<file path="src/rtl/atm_rx_pkg.sv">
package atm_rx_pkg;

  typedef enum logic [1:0] {
    RSN_NONE     = 2'd0,
    RSN_FILTER   = 2'd1,
    RSN_DISABLED = 2'd2
  } reason_e;

  typedef enum logic [1:0] {
    ST_IDLE = 2'd0,
    ST_READ = 2'd1,
    ST_WAIT = 2'd2,
    ST_DONE = 2'd3
  } lkp_state_e;

endpackage

</file>
<file path="src/rtl/atm_code_reduce.sv">
module atm_code_reduce #(
  parameter int VPI_W   = 8,
  parameter int VCI_W   = 16,
  parameter int SHIFT_W = 4
) (
  input  logic [VPI_W-1:0]   vpi_i,
  input  logic [VCI_W-1:0]   vci_i,
  input  logic [SHIFT_W-1:0] shift_i,
  output logic [VCI_W-1:0]   code_o,
  output logic               drop_o
);
  localparam int WIDE_W = VPI_W + VCI_W;

  logic [WIDE_W-1:0] wide;
  logic [VCI_W-1:0]  keep;

  // VPI slides down into the VCI field; bits pushed above the code are dropped
  assign wide   = {vpi_i, {VCI_W{1'b0}}} >> shift_i;
  assign keep   = {VCI_W{1'b1}} >> shift_i;
  assign code_o = wide[VCI_W-1:0] | (vci_i & keep);
  assign drop_o = (|wide[WIDE_W-1:VCI_W]) | (|(vci_i & ~keep));

endmodule

</file>
<file path="src/rtl/atm_entry_select.sv">
module atm_entry_select #(
  parameter int DATA_W   = 32,
  parameter int VCA_W    = 20,
  parameter int VC_SHIFT = 4
) (
  input  logic [DATA_W-1:0] word_i,
  input  logic              half_i,
  output logic              en_o,
  output logic [VCA_W-1:0]  vca_o
);
  localparam int ENT_W = DATA_W / 2;
  localparam int VCN_W = ENT_W - 1;
  localparam int PAD_W = VCA_W - VCN_W - VC_SHIFT;

  logic [ENT_W-1:0] entry;

  // half 0 = upper entry, half 1 = lower entry
  assign entry = half_i ? word_i[ENT_W-1:0] : word_i[DATA_W-1:ENT_W];
  assign en_o  = entry[ENT_W-1];

  generate
    if (PAD_W > 0) begin : g_pad
      assign vca_o = {{PAD_W{1'b0}}, entry[VCN_W-1:0], {VC_SHIFT{1'b0}}};
    end else begin : g_nopad
      assign vca_o = {entry[VCN_W-1:0], {VC_SHIFT{1'b0}}};
    end
  endgenerate

endmodule

</file>
<file path="src/rtl/atm_lookup_ctrl.sv">
module atm_lookup_ctrl
  import atm_rx_pkg::*;
#(
  parameter int VCA_W = 20
) (
  input  logic             clk_i,
  input  logic             rst_ni,
  input  logic             hdr_valid_i,
  output logic             hdr_ready_o,
  input  logic             filt_i,
  output logic             load_o,
  output logic             mem_req_o,
  input  logic             ent_en_i,
  input  logic [VCA_W-1:0] ent_vca_i,
  output logic             res_valid_o,
  input  logic             res_ready_i,
  output logic             res_accept_o,
  output reason_e          res_reason_o,
  output logic [VCA_W-1:0] res_vca_o
);
  lkp_state_e       state_q;
  logic             acc_q;
  reason_e          rsn_q;
  logic [VCA_W-1:0] vca_q;

  assign hdr_ready_o  = (state_q == ST_IDLE);
  assign load_o       = hdr_valid_i && hdr_ready_o;
  assign mem_req_o    = (state_q == ST_READ);
  assign res_valid_o  = (state_q == ST_DONE);
  assign res_accept_o = acc_q;
  assign res_reason_o = rsn_q;
  assign res_vca_o    = vca_q;

  always_ff @(posedge clk_i or negedge rst_ni) begin
    if (!rst_ni) begin
      state_q <= ST_IDLE;
      acc_q   <= 1'b0;
      rsn_q   <= RSN_NONE;
      vca_q   <= '0;
    end else begin
      case (state_q)
        ST_IDLE: begin
          if (hdr_valid_i) begin
            if (filt_i) begin
              state_q <= ST_DONE;
              acc_q   <= 1'b0;
              rsn_q   <= RSN_FILTER;
              vca_q   <= '0;
            end else begin
              state_q <= ST_READ;
            end
          end
        end
        ST_READ: state_q <= ST_WAIT;
        ST_WAIT: begin
          state_q <= ST_DONE;
          acc_q   <= ent_en_i;
          rsn_q   <= ent_en_i ? RSN_NONE : RSN_DISABLED;
          vca_q   <= ent_en_i ? ent_vca_i : '0;
        end
        ST_DONE: if (res_ready_i) state_q <= ST_IDLE;
        default: state_q <= ST_IDLE;
      endcase
    end
  end

endmodule

</file>
<file path="src/rtl/atm_rx_lookup.sv">
module atm_rx_lookup #(
  parameter int VPI_W    = 8,
  parameter int VCI_W    = 16,
  parameter int SHIFT_W  = 4,
  parameter int MEM_DW   = 32,
  parameter int VCA_W    = 20,
  parameter int VC_SHIFT = 4,
  localparam int MEM_AW  = VCI_W - 1
) (
  input  logic               clk_i,
  input  logic               rst_ni,
  input  logic               hdr_valid_i,
  output logic               hdr_ready_o,
  input  logic [VPI_W-1:0]   hdr_vpi_i,
  input  logic [VCI_W-1:0]   hdr_vci_i,
  input  logic [SHIFT_W-1:0] cfg_shift_i,
  input  logic [VCI_W-1:0]   cfg_mask_i,
  input  logic               cfg_keep_i,
  output logic               mem_req_o,
  output logic [MEM_AW-1:0]  mem_addr_o,
  input  logic [MEM_DW-1:0]  mem_rdata_i,
  output logic               res_valid_o,
  input  logic               res_ready_i,
  output logic               res_accept_o,
  output logic [1:0]         res_reason_o,
  output logic [VCA_W-1:0]   res_vc_addr_o
);
  import atm_rx_pkg::*;

  logic [VCI_W-1:0] code_raw;
  logic             drop;
  logic             load;
  logic [VCI_W-1:0] code_q;
  logic             ent_en;
  logic [VCA_W-1:0] ent_vca;
  reason_e          rsn;

  atm_code_reduce #(
    .VPI_W  (VPI_W),
    .VCI_W  (VCI_W),
    .SHIFT_W(SHIFT_W)
  ) u_reduce (
    .vpi_i  (hdr_vpi_i),
    .vci_i  (hdr_vci_i),
    .shift_i(cfg_shift_i),
    .code_o (code_raw),
    .drop_o (drop)
  );

  // masked code captured at accept; config is not looked at again
  always_ff @(posedge clk_i or negedge rst_ni) begin
    if (!rst_ni)   code_q <= '0;
    else if (load) code_q <= code_raw & cfg_mask_i;
  end

  assign mem_addr_o = code_q[VCI_W-1:1];

  atm_entry_select #(
    .DATA_W  (MEM_DW),
    .VCA_W   (VCA_W),
    .VC_SHIFT(VC_SHIFT)
  ) u_select (
    .word_i(mem_rdata_i),
    .half_i(code_q[0]),
    .en_o  (ent_en),
    .vca_o (ent_vca)
  );

  atm_lookup_ctrl #(
    .VCA_W(VCA_W)
  ) u_ctrl (
    .clk_i       (clk_i),
    .rst_ni      (rst_ni),
    .hdr_valid_i (hdr_valid_i),
    .hdr_ready_o (hdr_ready_o),
    .filt_i      (drop && !cfg_keep_i),
    .load_o      (load),
    .mem_req_o   (mem_req_o),
    .ent_en_i    (ent_en),
    .ent_vca_i   (ent_vca),
    .res_valid_o (res_valid_o),
    .res_ready_i (res_ready_i),
    .res_accept_o(res_accept_o),
    .res_reason_o(rsn),
    .res_vca_o   (res_vc_addr_o)
  );

  assign res_reason_o = rsn;

endmodule

</file>
<file path="config.mk">
export PLATFORM = sky130hd
export DESIGN_NAME = atm_rx_lookup
export DESIGN_NICKNAME = d
export VERILOG_FILES = /design/src/rtl/atm_rx_pkg.sv /design/src/rtl/atm_code_reduce.sv /design/src/rtl/atm_entry_select.sv /design/src/rtl/atm_lookup_ctrl.sv /design/src/rtl/atm_rx_lookup.sv
export SDC_FILE = /design/constraint.sdc
export NUM_CORES = 1
export LEC_CHECK = 0
export ABC_AREA = 1
export BUFFER_PORTS_ARGS = -buffer_cell sky130_fd_sc_hd__buf_2
export CORE_AREA = 2 2 88 90
export DETAILED_ROUTE_END_ITERATION = 8
export DIE_AREA = 0 0 90 92
export MAX_ROUTING_LAYER = met4
export PLACE_DENSITY = 0.74
export REMOVE_ABC_BUFFERS = 1
export SLEW_MARGIN = 25
export SYNTH_ARGS = -nofsm -noshare
export SYNTH_HDL_FRONTEND = slang
export SYNTH_HIERARCHICAL = 1
export SYNTH_SLANG_ARGS = --single-unit
export TNS_END_PERCENT = 30
</file>
<file path="constraint.sdc">
create_clock -name clk_i -period 1.9 [get_ports clk_i]
set_input_delay 0.38 -clock clk_i [delete_from_list [all_inputs] [get_ports clk_i]]
set_output_delay 0.38 -clock clk_i [all_outputs]
set_load 0.01 [all_outputs]
</file>
==> results of run 1 <==
## layer usage
metal | vias to the layer above | routed length [um]
met3 | 16 | 584
li1 | 1838 | -
met1 | 1630 | 4103
met5 | - | 0
met2 | 144 | 4621
met4 | 0 | 172
## per-stage QoR
stage | setup TNS, ns | util [%] | cells
2_1_floorplan | 0 | - | 460
3_3_place_gp | -6.940 | 53.80 | 734
3_5_place_dp | -7.438 | 53.80 | 734
4_1_cts | -0.008212 | 55.41 | 742
5_1_grt | 0 | 57.81 | 747
6_report | 0 | 57.81 | 747
## cell families after synthesis
group / after synthesis / share of synthesized area, %
compound gates: 32 / 5.647
other cells: 1 / 0.1167
fa+ha+maj: 6 / 2.336
buf+inv: 92 / 16.82
flops: 41 / 31.93
simple gates: 328 / 43.15
## final timing paths
kind,start,to
max in group asynchronous,rst_ni,u_ctrl/state_q[0]
hold / removal,rst_ni,u_ctrl/res_vca_o[19]
setup / recovery,u_ctrl/state_q[0],hdr_ready_o
hold reg to reg,u_ctrl/res_vca_o[7],u_ctrl/res_vca_o[7]
setup reg to reg,u_ctrl/state_q[0],u_ctrl/res_vca_o[14]
min in group clk_i,cfg_mask_i[6],code_q[6]
## power by group
part / internal [W] / switching, W
Clock: 0.000427 / 0.000306
Combinational: 0.000955 / 0.00167
Sequential: 0.00119 / 0.000204
## what timing repair did
item | in CTS | in global routing
pin swaps | 1 | 6
endpoints found under the hold margin | 0 | 0
setup endpoints to repair | 16 | 24
gates resized for setup | 1 | 42
cloned | 0 | 5
## state kept, by name (all words and copies together) (netlist names)
| register | flops |
|---|---|
| code_q | 16 |
| u_ctrl/res_accept_o | 1 |
| u_ctrl/res_reason_o | 2 |
| u_ctrl/res_vca_o | 20 |
| u_ctrl/state_q | 2 |
## critical path, cell delays in order, from the launching register on
cell,delay (ns)
dfrtp_1,0.42
inv_1,0.16
ha_1,0.33
buf_2,0.19
## cell usage in the layout, fill, tap and decap left out, types with 2 or more instances in the layout
| cell type | instances |
|---|---|
| nor2_4 | 3 |
| nand3_4 | 4 |
| clkbuf_8 | 6 |
| a22o_1 | 2 |
| a21oi_1 | 6 |
| nand2_2 | 17 |
| o211ai_1 | 2 |
| buf_2 | 118 |
| nand2_1 | 195 |
| inv_6 | 2 |
| inv_1 | 40 |
| dfrtp_1 | 41 |
| nand3_2 | 3 |
| buf_4 | 50 |
| nand3_1 | 71 |
| nor2_1 | 30 |
| nand2_4 | 5 |
| ha_1 | 6 |
| buf_6 | 3 |
| o21ai_0 | 12 |
| o21ai_1 | 4 |
| conb_1 | 5 |
| inv_2 | 4 |
## area by class of cell
class / instances / area, um^2 / area share [%]
clock buffers: 6 / 82.58 / 1.918
inverters: 48 / 200.2 / 4.650
flip-flops and latches: 41 / 1026 / 23.83
multi-input cells: 376 / 1812 / 42.08
well taps: 102 / 127.6 / 2.964
repair buffers: 172 / 1020 / 23.69
clock inverters: 2 / 37.54 / 0.8718
==> reports/metrics.cfg, run 1 <==
[power_and_ir_drop]
power.total_w=0.004754
p_leak_nw=2.635
peakVddDrop_mv=0.3708
p_per_area_nw_per_um2=1104

[detailed_routing]
vias_per_cell=4.857
drc=0
firstDrtPassIters=5
routedWlPerCell_um=12.69
drt_iter0_markers=176
vias=3628
drtAntennaViolNets=0
routed_wl_mm=9.481

[synthesis]
async_reset_ff_share_pct=100.0
ys_seq_area_share_pct=31.93
synth_top_area_share_pct=31.93
ys_types=31
synthCells=500
synth_largest_area_cell=dfrtp_1
synthTopCellsByCount=nand2_1, nand3_1, dfrtp_1, inv_1, nor2_1
avgSynthCellArea_um2=6.426
yosysMostFrequentCell=nand2_1
ys.flop_type=dfrtp_1
synth_area_leaders=dfrtp_1, nand2_1, nand3_1
syn_area_um2=3213
synth_warnings=6
synth-edff-count=0
ys_ff_latch=41

[place]
gp_congestion=0.9235
pre_cts_ws_ns=-0.3361
dpl_cell_area_um2=4006
place.detailed.hpwl_mm=7.170
port-buffer-count=121

[critical_path]
critPathRequiredTime_ns=1.52
critical_path_class=flip-flop to primary output
r2r_cells=7
rrSetupSlack_ns=0.21
arrival_ns=1.39
critPathMaxFanout=4
worstSetupEndpointType=primary output
crit_path_start_kind=flip-flop

[grt]
use_met3_pct=3.780
grt.total_usage_pct=23.03
met1_usage_pct=28.35
met2_usage_pct=39.04
grt_overflow=0
grt_pass1_wl_mm=15.41
grt_max_degree=26
antenna_found_initial=0
first_global_vias=3396
top_usage_layer=met2

[sta]
worst_slew_pin_slew_ns=0.5433
fin_skew_ns=0.004126
worst_slack_ns=0.1269
hold_viol=0
rsz0062_at_grt=false
max_slew_margin_pct=63.69
finalSetupViolCount=0
hold_slack_ns=0.05222
post-route-period-util_pct=93.32
maxSlewViolCount=0
post-route-min-period_ns=1.773
clock.fmax_mhz=564.0

[layout]
area_growth_pct=34.00
nets=731
stdcell_area_um2=4305
n_antenna_cell=0
layout-drive-gt1-share_pct=34.57
nFillCells=750

[floorplan]
initial_utilization_pct=43.15
die_y_um=92
io_pins=122
core_um2=7447
rows=32
die_area_um2=8280
fp.dieW_um=90

[clock_network]
cts_hold_buffers=0
clockRootBuffer=clkbuf_8
cts_max_path_buffers=2
cts_buffers=5
cts_sinks=41
postCtsSetupBuffers=0
clk_latency_ns=0.29
cts_tree=yes
h-tree-depth=2
path_clk_slew_ns=0.08

[hold_path]
hold_class=input port to async pin

[run]
drv_cap=0

[status]
status=complete, no violations

(Power assumes the default switching activity.)
==> run 2: changes to the inputs <==
--- a/config.mk
+++ b/config.mk
@@ -7,11 +7,11 @@
 export LEC_CHECK = 0
 export ABC_AREA = 1
 export BUFFER_PORTS_ARGS = -buffer_cell sky130_fd_sc_hd__buf_2
-export CORE_AREA = 2 2 88 90
+export CORE_AREA = 2 2 84 86
 export DETAILED_ROUTE_END_ITERATION = 8
-export DIE_AREA = 0 0 90 92
+export DIE_AREA = 0 0 86 88
 export MAX_ROUTING_LAYER = met4
-export PLACE_DENSITY = 0.74
+export PLACE_DENSITY = 0.8
 export REMOVE_ABC_BUFFERS = 1
 export SLEW_MARGIN = 25
 export SYNTH_ARGS = -nofsm -noshare
==> run 2 against run 1 <==
  * The run now ends with design-rule violations left
  * Global-route usage up 2.6 points
  * Clock-buffer cell count down 1
  * Via count up 0.91%
  * Maximum frequency down 1.1%
  * First-iteration DRC count down 15%
  * Critical path depth up 14
  * Sequential cell count unchanged
  * Utilization up 5.1 points
==> reports/metrics.cfg, run 2 (synthesis results as in run 1) <==
[status]
status=finished, violations left  ; was complete, no violations
violations=design-rule violations

[place]
gp_congestion=0.9432  ; was 0.9235
place.detailed.hpwl_mm=7.448  ; was 7.170 mm
dpl_cell_area_um2=3984  ; was 4006 um^2
port-buffer-count=121  ; unchanged
dp_cells=711  ; was 734

[grt]
grt.total_usage_pct=25.62  ; was 23.03%
grt_overflow=0  ; unchanged
grt_pass1_wl_mm=15.08  ; was 15.41 mm
grt_max_degree=24  ; was 26
antenna_found_initial=0  ; unchanged
first_global_vias=3390  ; was 3396

[floorplan]
die_area_um2=7568  ; was 8280 um^2
rows=30  ; was 32
fp.dieW_um=86  ; was 90 um
die_y_um=88  ; was 92 um
initial_utilization_pct=48.36  ; was 43.15%
io_pins=122  ; unchanged
core_um2=6644  ; was 7447 um^2

[detailed_routing]
vias=3661  ; was 3628
routedWlPerCell_um=13.26  ; was 12.69 um
routed_wl_mm=9.614  ; was 9.481 mm
drtAntennaViolNets=0  ; unchanged
firstDrtPassIters=7  ; was 5
drt_iter0_markers=149  ; was 176
vias_per_cell=5.050  ; was 4.857
drc=1  ; was 0

[sta]
rsz0062_at_grt=false  ; unchanged
finalSetupViolCount=0  ; unchanged
max_slew_margin_pct=63.26  ; was 63.69%
post-route-period-util_pct=94.38  ; was 93.32%
clock.fmax_mhz=557.6  ; was 564.0 MHz
fin_skew_ns=0.004676  ; was 0.004126 ns
hold_viol=0  ; unchanged
maxSlewViolCount=0  ; unchanged
worst_slew_pin_slew_ns=0.5498  ; was 0.5433 ns
post-route-min-period_ns=1.793  ; was 1.773 ns

[run]
drv_cap=0  ; unchanged

[power_and_ir_drop]
peakVddDrop_mv=0.5116  ; was 0.3708 mV
power.total_w=0.004507  ; was 0.004754 W
p_leak_nw=2.599  ; was 2.635 nW
p_per_area_nw_per_um2=1079  ; was 1104 nW/um^2

[hold_path]
hold_path_end=code_q[2]
min_delay_path_depth=3
hp-start=cfg_mask_i[2]
hold_class=input port to flip-flop  ; was input port to async pin

[critical_path]
crit_slowest_cell=buf_2  ; was dfrtp_1
reg2reg_from=u_ctrl/state_q[0]  ; unchanged
r2r_cells=7  ; unchanged
critPathMaxFanout=6  ; was 4
worstSetupEndpointType=flip-flop  ; was primary output
critical_path_class=input port to flip-flop  ; was flip-flop to primary output
arrival_ns=1.98  ; was 1.39 ns
critPathRequiredTime_ns=2.08  ; was 1.52 ns
slowest_delay_ns=0.16  ; was 0.42 ns
r2r-end=code_q[11]  ; was u_ctrl/res_vca_o[14]
rrSetupSlack_ns=0.24  ; was 0.21 ns
crit_path_start_kind=input port  ; was flip-flop
path_cells=buf_2 -> buf_4 -> nor2_4 -> nand2_1 -> nand2_1 -> nand2_2 -> nor2_2 -> nand3_1 -> nor2_1 -> nand3_1 -> inv_1 -> nor2_1 -> inv_1 -> nand2_4 -> buf_4 -> nand3_1 -> nand2_1  ; was inv_1 -> ha_1 -> buf_2

[clock_network]
clockRootBuffer=clkbuf_8  ; unchanged
cts_tree=yes  ; unchanged
cts_sinks=41  ; unchanged
cts_buffers=5  ; unchanged
path_clk_slew_ns=0.09  ; was 0.08 ns
h-tree-depth=2  ; unchanged
cts_max_path_buffers=2  ; unchanged
clk_latency_ns=0.28  ; was 0.29 ns

[layout]
final_common_cell=nand2_1  ; unchanged
final_cell_mix=nand2_1, buf_2, nand3_1  ; unchanged
largest_reg_flops=20  ; unchanged
nets=731  ; unchanged
n_antenna_cell=0  ; unchanged
finalNonFillerCells=725  ; was 747
layout-drive-gt1-share_pct=32.40  ; was 34.57%
stdcell_area_um2=4178  ; was 4305 um^2
area_growth_pct=30.02  ; was 34.00%

## run 2: area by class of cell
type	count	area, um^2
multi-input combinational	373	1722
clock inverter	3	17.52
clock buffer	5	68.82
inverter	48	197.7
fill	627	2466
timing repair buffer	175	1046
sequential	41	1026
tap	80	100.1
## run 2: metrics by stage
stage | setup TNS (ns) | utilization (%) | setup slack [ns] | hold slack [ns]
after floorplan | 0 | - | 0.1497 | 0.08441
after global placement | -6.295 | 59.96 | -0.2731 | 0.2762
after detailed placement | -7.038 | 59.96 | -0.3329 | 0.2736
after CTS | 0 | 61.49 | 0.0003995 | 0.2959
after global routing | 0 | 62.88 | 0.001579 | 0.3198
final | 0 | 62.88 | 0.1067 | 0.3007
## run 2: how the worst max path moves through the flow
| stage | startpoint | to | slack [ns] | cells past startpoint |
|---|---|---|---|---|
| detailed placement | cfg_shift_i[1] | u_ctrl/res_accept_o | -0.33 | 15 |
| floorplan | cfg_shift_i[1] | u_ctrl/res_accept_o | 0.15 | 14 |
| finish | cfg_shift_i[3] | u_ctrl/res_reason_o[1] | 0.11 | 17 |
| CTS | cfg_shift_i[0] | u_ctrl/res_accept_o | 0.0004 | 15 |
| global placement | cfg_shift_i[0] | u_ctrl/res_vca_o[16] | -0.27 | 17 |
| global route | cfg_shift_i[2] | u_ctrl/res_vca_o[10] | 0.002 | 17 |
## run 2: timing repair
action                                 CTS  global route
resized for setup                        3            16
setup endpoints to repair                4            23
gates cloned                             0             2
hold buffers                             1             0
setup buffers                            0             3
endpoints found under the hold margin   11             0
pin swaps                                1             4
## run 2: power breakdown
| part | internal [W] | switching, W |
|---|---|---|
| logic | 0.000948 | 0.00159 |
| registers | 0.00120 | 0.000200 |
| clock network | 0.000254 | 0.000315 |
## run 2: worst max-delay path, delay by kind of cell
kind / cells / cell delay (ns)
buffers and inverters: 5 / 0.60
AND/OR/NAND/NOR: 12 / 0.97
## run 2: metal layers
layer  global-route usage [%]  routed length, um  vias up
li1                         -                  -     1820
met1                    31.42               4127     1666
met2                    44.33               4628      164
met3                    3.959                736       11
met4                    6.205                122        0
met5                        -                  0        -
